===== config.mk =====
export PLATFORM = sky130hd
export DESIGN_NAME = can_busoff_recovery
export DESIGN_NICKNAME = d
export VERILOG_FILES = /design/src/rtl/can_bor_pkg.sv /design/src/rtl/can_bor_datapath.sv /design/src/rtl/can_bor_control.sv /design/src/rtl/can_busoff_recovery.sv
export SDC_FILE = /design/constraint.sdc
export NUM_CORES = 1
export LEC_CHECK = 0
export BUFFER_PORTS_ARGS = -buffer_cell sky130_fd_sc_hd__buf_2
export CORE_MARGIN = 5
export CORE_UTILIZATION = 61
export DETAILED_ROUTE_END_ITERATION = 6
export GPL_TIMING_DRIVEN = 0
export PLACE_DENSITY = 0.86
export RECOVER_POWER = 50
export SLEW_MARGIN = 10
export SYNTH_ARGS = -nofsm -noshare
export SYNTH_HDL_FRONTEND = slang
export SYNTH_SLANG_ARGS = --single-unit
export TNS_END_PERCENT = 100

===== constraint.sdc =====
create_clock -name clk -period 3 [get_ports clk]
set_input_delay 0.6 -clock clk [delete_from_list [all_inputs] [get_ports clk]]
set_output_delay 0.6 -clock clk [all_outputs]
set_load 0.03 [all_outputs]

===== src/rtl/can_bor_pkg.sv =====
package can_bor_pkg;
  typedef struct packed {
    logic countEn;   // bits are being counted (in bus-off)
    logic clearAll;  // restart run and occurrence counters
  } borStrobes_t;
endpackage


===== src/rtl/can_bor_datapath.sv =====
module can_bor_datapath
  import can_bor_pkg::*;
#(
  parameter int RUN_LEN   = 11,
  parameter int RUN_COUNT = 128
) (
  input  logic        clk,
  input  logic        rstN,
  input  borStrobes_t strobes,
  input  logic        bitValid,
  input  logic        rxBit,
  output logic        runsDone
);
  localparam int RUN_W = $clog2(RUN_LEN);
  localparam int OCC_W = $clog2(RUN_COUNT + 1);
  localparam logic [RUN_W-1:0] RUN_LAST = RUN_W'(RUN_LEN - 1);
  localparam logic [OCC_W-1:0] OCC_MAX  = OCC_W'(RUN_COUNT);

  logic [RUN_W-1:0] runLen;
  logic [OCC_W-1:0] occCnt;

  always_ff @(posedge clk or negedge rstN) begin
    if (!rstN) begin
      runLen <= '0;
      occCnt <= '0;
    end else if (strobes.clearAll) begin
      runLen <= '0;
      occCnt <= '0;
    end else if (strobes.countEn && bitValid) begin
      if (!rxBit) begin
        runLen <= '0;
      end else if (runLen == RUN_LAST) begin
        runLen <= '0;
        if (occCnt != OCC_MAX) occCnt <= occCnt + 1'b1;
      end else begin
        runLen <= runLen + 1'b1;
      end
    end
  end

  assign runsDone = (occCnt == OCC_MAX);

  p_run_bounded_r4: assert property (@(posedge clk) disable iff (!rstN)
    runLen <= RUN_LAST);
  p_dominant_clears_r4: assert property (@(posedge clk) disable iff (!rstN)
    (strobes.countEn && !strobes.clearAll && bitValid && !rxBit) |=> runLen == '0);
  p_occ_saturates_r5: assert property (@(posedge clk) disable iff (!rstN)
    occCnt <= OCC_MAX);
  p_invalid_holds_r6: assert property (@(posedge clk) disable iff (!rstN)
    (!bitValid && !strobes.clearAll) |=> $stable(runLen) && $stable(occCnt));
  p_idle_cleared_r11: assert property (@(posedge clk) disable iff (!rstN)
    !strobes.countEn |=> occCnt == '0 || strobes.countEn);
endmodule


===== src/rtl/can_bor_control.sv =====
module can_bor_control
  import can_bor_pkg::*;
(
  input  logic        clk,
  input  logic        rstN,
  input  logic        busOffEntry,
  input  logic        autoRecover,
  input  logic        initReq,
  input  logic        runsDone,
  output borStrobes_t strobes,
  output logic        busOff,
  output logic        errCntReset
);
  logic busOffQ, hsSetQ, hsDoneQ, pulseQ;
  logic exitNow;

  assign exitNow = busOffQ && !busOffEntry && runsDone && (autoRecover || hsDoneQ);

  always_ff @(posedge clk or negedge rstN) begin
    if (!rstN) begin
      busOffQ <= 1'b0;
      hsSetQ  <= 1'b0;
      hsDoneQ <= 1'b0;
      pulseQ  <= 1'b0;
    end else if (busOffEntry) begin
      busOffQ <= 1'b1;
      hsSetQ  <= 1'b0;
      hsDoneQ <= 1'b0;
      pulseQ  <= 1'b0;
    end else if (exitNow) begin
      busOffQ <= 1'b0;
      hsSetQ  <= 1'b0;
      hsDoneQ <= 1'b0;
      pulseQ  <= 1'b1;
    end else begin
      pulseQ <= 1'b0;
      if (busOffQ) begin
        if (initReq) hsSetQ <= 1'b1;
        else if (hsSetQ) hsDoneQ <= 1'b1;
      end
    end
  end

  assign strobes.countEn  = busOffQ;
  assign strobes.clearAll = busOffEntry || exitNow;
  assign busOff      = busOffQ;
  assign errCntReset = pulseQ;

  p_entry_sets_r2: assert property (@(posedge clk) disable iff (!rstN)
    busOffEntry |=> busOff && !errCntReset);
  p_exit_needs_runs_r3: assert property (@(posedge clk) disable iff (!rstN)
    $fell(busOff) |-> $past(runsDone));
  p_manual_needs_hs_r7: assert property (@(posedge clk) disable iff (!rstN)
    ($fell(busOff) && !$past(autoRecover)) |-> $past(hsSetQ));
  p_pulse_single_r10: assert property (@(posedge clk) disable iff (!rstN)
    errCntReset |=> !errCntReset);
  p_pulse_on_fall_r10: assert property (@(posedge clk) disable iff (!rstN)
    errCntReset |-> !busOff);
  p_fall_gives_pulse_r10: assert property (@(posedge clk) disable iff (!rstN)
    $fell(busOff) |-> errCntReset);
endmodule


===== src/rtl/can_busoff_recovery.sv =====
module can_busoff_recovery
  import can_bor_pkg::*;
#(
  parameter int RUN_LEN   = 11,
  parameter int RUN_COUNT = 128
) (
  input  logic clk,
  input  logic rstN,
  input  logic busOffEntry,
  input  logic bitValid,
  input  logic rxBit,
  input  logic autoRecover,
  input  logic initReq,
  output logic busOff,
  output logic errCntReset
);
  borStrobes_t strobes;
  logic        runsDone;

  can_bor_control u_ctrl (
    .clk(clk), .rstN(rstN), .busOffEntry(busOffEntry),
    .autoRecover(autoRecover), .initReq(initReq), .runsDone(runsDone),
    .strobes(strobes), .busOff(busOff), .errCntReset(errCntReset)
  );

  can_bor_datapath #(.RUN_LEN(RUN_LEN), .RUN_COUNT(RUN_COUNT)) u_dp (
    .clk(clk), .rstN(rstN), .strobes(strobes),
    .bitValid(bitValid), .rxBit(rxBit), .runsDone(runsDone)
  );
endmodule


# ---- Yosys cells after proc, flatten, opt, wreduce, memory -nomap -nowiden
# Index checks and enable logic that the tools add are counted.
dict set report op_classes {
  eq_ne 4
  mux 22
  reduce_logical 18
  add_sub_neg 2
}
# op count
set ops {}
lappend ops {{8-bit two-way mux} 5}
lappend ops {{4-bit two-way mux} 4}
lappend ops {{1-bit two-way mux} 13}
lappend ops {{2-bit nonzero test} 5}
lappend ops {{3-bit nonzero test} 3}
lappend ops {{8-bit by 1-bit adder with 8-bit output (second input constant)} 1}
lappend ops {{8-bit equality test (second input constant)} 1}
lappend ops {{8-bit inequality test (second input constant)} 1}
lappend ops {{4-bit by 1-bit adder with 4-bit output (second input constant)} 1}
lappend ops {{4-bit equality test (second input constant)} 1}
lappend ops {{1-bit logical AND} 4}
lappend ops {{4-bit AND reduction} 1}
lappend ops {{3-bit by 2-bit inequality test with 1-bit output (second input constant)} 1}
lappend ops {{3-bit AND reduction} 1}
lappend ops {{1-bit logical OR} 2}
lappend ops {{2-bit AND reduction} 1}
lappend ops {{1-bit zero test} 1}
dict set report totals {
  out_inout_bits 2
  register_bits 16
}

# ---- Logic depth before layout (Yosys ltp)
dict set report logic_depth {
  ltp_word 7
  ltp_mapped 7
  depth_no_buf 6
}

# ---- Cells and area by module
# From an unflattened synthesis, not the netlist that was laid out.
dict set report hier_totals {
  cells_unflattened 86
  hier_area_um2 863.3
}
# module cells_each n_inst area_per_inst_um2 seq_area_each_um2
set modules_own_cells {}
lappend modules_own_cells {can_bor_datapath 71 1 703.2 300.3}
lappend modules_own_cells {can_bor_control 15 1 160.2 100.1}

# ---- Worst setup path after synthesis
# OpenSTA, ideal clock, no wires.
dict set report synth_path {
  path_kind {reg-to-reg}
  start {register u_dp.occCnt[0]}
  end {register u_dp.occCnt[3]}
  slack_ns 1.435
  t_arrival_ns 1.486
  synth_period_minus_slack_ns 1.565
  stages_incl_launch_ff 7
  path_cell_list {dfrtp_1 > inv_1 > ha_1 > and4bb_4 > a211oi_4 > and4_1 > mux2i_1}
}
dict set report synth_between {
  elab_chain_cells 6
  elab_cells_between_ends 16
  cone_classes {1 x add/sub; 2 x eq/ne; 5 x mux; 8 x reduce/logical}
}
# item line_no
set synth_rtl {}
lappend synth_rtl {{start, declared} can_bor_datapath.sv:20} ;# logic [OCC_W-1:0] occCnt;
lappend synth_rtl {{start signal, assigned} can_bor_datapath.sv:34} ;# if (occCnt != OCC_MAX) occCnt <= occCnt + 1'b1;
lappend synth_rtl {{8-bit by 1-bit adder with 8-bit output or 8-bit equality test (tied branches)} {can_bor_datapath.sv:34, can_bor_datapath.sv:41}}
lappend synth_rtl {{8-bit two-way mux or 1-bit logical AND (tied branches)} {can_bor_datapath.sv:34, can_bor_control.sv:17}}
lappend synth_rtl {{8-bit two-way mux or 1-bit logical AND (tied branches)} {can_bor_datapath.sv:32, can_bor_control.sv:17}}
lappend synth_rtl {{8-bit two-way mux or 1-bit logical OR (tied branches)} {can_bor_datapath.sv:30, can_bor_control.sv:45}}
lappend synth_rtl {{8-bit two-way mux or 2-bit nonzero test (tied branches)} -}
lappend synth_rtl {{8-bit two-way mux or 4-bit AND reduction (tied branches)} -}
# Several ways; a longest one is shown, not always the timed one. The select of a mux whose other input is x is not followed.
# A chain may end at the register's enable or synchronous reset.

# ---- Final worst setup path
dict set report layout_path {
  start {register u_dp.occCnt[0]}
  end {register u_ctrl.hsSetQ}
}
dict set report layout_between {
  elab_chain_cells 5
  elab_cells_between_ends 8
  cone_classes {1 x eq/ne; 2 x mux; 5 x reduce/logical}
}
# item line_no
set layout_rtl {}
lappend layout_rtl {{8-bit equality test *} can_bor_datapath.sv:41} ;# assign runsDone = (occCnt == OCC_MAX);
lappend layout_rtl {{1-bit logical AND * (2 in series)} can_bor_control.sv:17} ;# assign exitNow = busOffQ && !busOffEntry && runsDone && (autoRecover || hsDoneQ);
lappend layout_rtl {{3-bit nonzero test (no source line) or 1-bit two-way mux (tied branches)} -}
lappend layout_rtl {{2-bit AND reduction (no source line) or 1-bit two-way mux (tied branches)} -}
lappend layout_rtl {{end signal, assigned} can_bor_control.sv:22} ;# hsSetQ <= 1'b0;
lappend layout_rtl {{end signal, assigned} can_bor_control.sv:27} ;# hsSetQ <= 1'b0;
lappend layout_rtl {{end signal, assigned} can_bor_control.sv:32} ;# hsSetQ <= 1'b0;
lappend layout_rtl {{end, declared} can_bor_control.sv:14} ;# logic busOffQ, hsSetQ, hsDoneQ, pulseQ;
# Every way passes the cells marked *; elsewhere a longest branch is shown, timed or not.

==> flow_summary.toml <==
[flow_run]
max-cap-violations = 0

[hold_path]
holdCritPathClass = "primary input to asynchronous set/reset pin"

[power]
cellLeakagePower_nw = 0.419
power_per_cell_area_mw_per_mm2 = 373
ir_worst_vdd_uv = 267
post-layout-total-power_uw = 391

[die]
design.portCount = 9
die_width_um = 49.6
placeableCoreArea_mm2 = 0.00149
start_util_pct = 64.3
std_cell_rows = 14
die_area_mm2 = 0.00246
chipHeight_um = 49.6

[logic_synthesis]
synth_enable_flop_cells = 0
synth_cells = 94
seq_area_frac_synth_pct = 41.8
syn_avg_cell_area_um2 = 10.2
synthesis.area_um2 = 957
net_count_after_synthesis = 105
main_synth_ff_type = "sky130_fd_sc_hd__dfrtp_1"
yosysWarnings = 0
postSynth.asyncResetShare_pct = 100
ys_types = 32
seq_cells_post_synth = 16

[drt]
postRouteWirelength_mm = 1.72
drt_iter0_markers = 9
route.antenna.remaining_nets = 0
dr.pass1.iters = 4
dr_total_vias = 715
wl_per_cell_um = 14.1
routed_via_density = 5.86
post-route-drc-count = 0

[global_route]
globalRouteTotalUtil_pct = 15.8
global_route_wire_length_before_repair_mm = 3.10
grt_start_max_net_pins = 17
globalRouteOverflowTotal = 0
antenna_found_initial = 0
first_global_vias = 751

[timing]
number_of_slew_limit_violations_in_the_final_report = 0
grt_setup_unrepaired = "false"
max_clock_freq_mhz = 568
worst_pin_slew_ns = 0.872
crit_path_setup_slack_layout_ns = 1.24
finalHoldWorstSlack_ns = 0.398
finalHoldViolCount = 0
count_of_final_setup_violators = 0
setup-tns-final_ns = 0
clock-skew-final_ns = 0.00237
slew_headroom_pct = 41.9
final_period_demand_of_the_worst_path_ns = 1.76
min_period_over_period_pct = 58.7

[placed_design]
hpwl_mm = 1.26
placement.cell_area_mm2 = 0.00102
numPortBuffers = 8
post-place-cells = 118
place_ws_ns = 1.27
gp_routability_congestion = 0.828

[critical_path]
cp_num_buf_inv = 2
crit_arrival_ns = 1.94
worst-setup-path-type = "flop to flop"
worst_setup_path_end_kind = "flop"
critical_path.max_fanout = 10
cpMaxStageDelayCell = "sky130_fd_sc_hd__dfrtp_1"
rr_startpoint = "u_dp.occCnt[0]"
required_time_of_the_worst_setup_path_ns = 3.18
timing.critical_path.slowest_cell_delay_ns = 0.46
start_kind = "flop"
critical_path_cell_list = "inv_1 -> ha_1 -> and4bb_1 -> nand2_2 -> o21bai_2 -> buf_4 -> nor2_1"
cp-startpoint = "u_dp.occCnt[0]"
critical-path-top-delay-family = "simple AND/OR/NAND/NOR gates"

[outcome]
run_status = "complete, no violations"

[final_layout]
layout-area-overhead-vs-synth_pct = 9.54
antenna-diode-count = 0
finalCoreUtilization_pct = 70.4
filler_cell_count = 118
layout-drive-gt1-share_pct = 25.5
fin_nets = 118
layoutNonFillerInstCount = 122
post-route-cell-area_mm2 = 0.00105

[clock_tree]
htreeDepth = 1
cts.clk_slew.worst_paths_ns = 0.09
tritoncts = "built"
cts_num_sinks = 16
cts_root_buf = "sky130_fd_sc_hd__clkbuf_4"
clock_latency_ns = 0.28
postCtsResizedCells = 0
post_cts_setup_buffer_count = 0
post_cts_hold_buffer_count = 0
cts_max_path_buffers = 2
number_of_buffers_created_by_cts = 3
worst paths after layout:
check | to | slack, ns | cells past startpoint
worst min register to register | u_ctrl.hsSetQ | 0.52 | 2
worst max register to register | u_ctrl.hsSetQ | 1.24 | 7
min in group clk | u_ctrl.errCntReset | 0.51 | 2
worst max-delay path | u_ctrl.hsSetQ | 1.24 | 7
worst min-delay path | u_dp.occCnt[5] | 0.40 | 1
max in group asynchronous | u_dp.occCnt[2] | 2.07 | 1
area by class of cell:
cell class              instances  area (µm²)  share of cell area (%)
multi-input cells              69         514                    49.0
clock buffers                   4        36.3                    3.46
plain buffers                   2        12.5                    1.19
repair buffers                  8        38.8                    3.70
flip-flops and latches         16         400                    38.2
well taps                      16        20.0                    1.91
inverters                       7        26.3                    2.51
cell usage after synthesis, types with 2 or more instances:
cell type / instances / area [µm²]
sky130_fd_sc_hd__dfrtp_1: 16 / 400
sky130_fd_sc_hd__nor2_1: 11 / 41.3
sky130_fd_sc_hd__inv_1: 7 / 26.3
sky130_fd_sc_hd__xnor2_1: 6 / 52.6
sky130_fd_sc_hd__nand2_1: 5 / 18.8
sky130_fd_sc_hd__o21ai_0: 5 / 25.0
sky130_fd_sc_hd__a21oi_1: 4 / 20.0
sky130_fd_sc_hd__ha_1: 4 / 50.1
sky130_fd_sc_hd__nand4_1: 4 / 25.0
sky130_fd_sc_hd__nand3_1: 3 / 15.0
sky130_fd_sc_hd__nor4_2: 3 / 37.5
sky130_fd_sc_hd__mux2i_1: 2 / 20.0
sky130_fd_sc_hd__nand2_2: 2 / 12.5
sky130_fd_sc_hd__nand2b_1: 2 / 12.5
sky130_fd_sc_hd__nor3_1: 2 / 10.0
sky130_fd_sc_hd__or3_2: 2 / 15.0
routing by layer:
metal	global-route usage, %	up-vias	routed length [µm]
met5	0	-	0
met4	5.24	0	8
met3	3.92	2	48
met2	27.3	6	873
met1	18.9	352	789
li1	-	355	-
flip-flops by register name, indices dropped and copies added (netlist names):
name and cells:
u_dp.occCnt 8, u_dp.runLen 4, u_ctrl.busOff 1, u_ctrl.errCntReset 1
u_ctrl.hsDoneQ 1, u_ctrl.hsSetQ 1
power by group:
part | leakage (nW) | switching, mW | internal (mW) | total (mW)
Sequential | 0.216 | 0.00246 | 0.218 | 0.221
Combinational | 0.182 | 0.0184 | 0.00953 | 0.0279
Clock | 0.0210 | 0.0683 | 0.0738 | 0.142
worst reg2reg max path: cells and delay by family (launching register included):
kind                       cells  cell delay, ns
AOI/OAI and AO/OA              1            0.26
and+or+nand+nor                3            0.49
DFF                            1            0.46
buffers and inverters          2            0.31
adders and majority gates      1            0.13
cell usage in the layout, fill, tap and decap left out, drive strengths merged, types with 2 or more instances in the layout:
cell type / count
nor2: 11
nand2: 7
buf: 9
ha: 4
or3: 2
clkbuf: 5
nand2b: 2
nor4: 3
a211oi: 2
inv: 7
a31oi: 2
nand3: 4
xnor2: 6
dfrtp: 16
nand4: 4
nor3: 3
o21ai: 5
mux2i: 2
a21oi: 4
cell families (layout without fill, tap and decap cells):
family | Yosys count | in the layout | synth area share (%)
AOI/OAI and AO/OA | 15 | 15 | 11.6
DFF | 16 | 16 | 41.8
buffers and inverters | 9 | 21 | 4.05
xor gates and xnor gates | 6 | 6 | 5.49
muxes | 2 | 2 | 2.09
adders and majority gates | 4 | 4 | 5.23
and+or+nand+nor | 42 | 42 | 29.7
(Power assumes the default switching activity.)
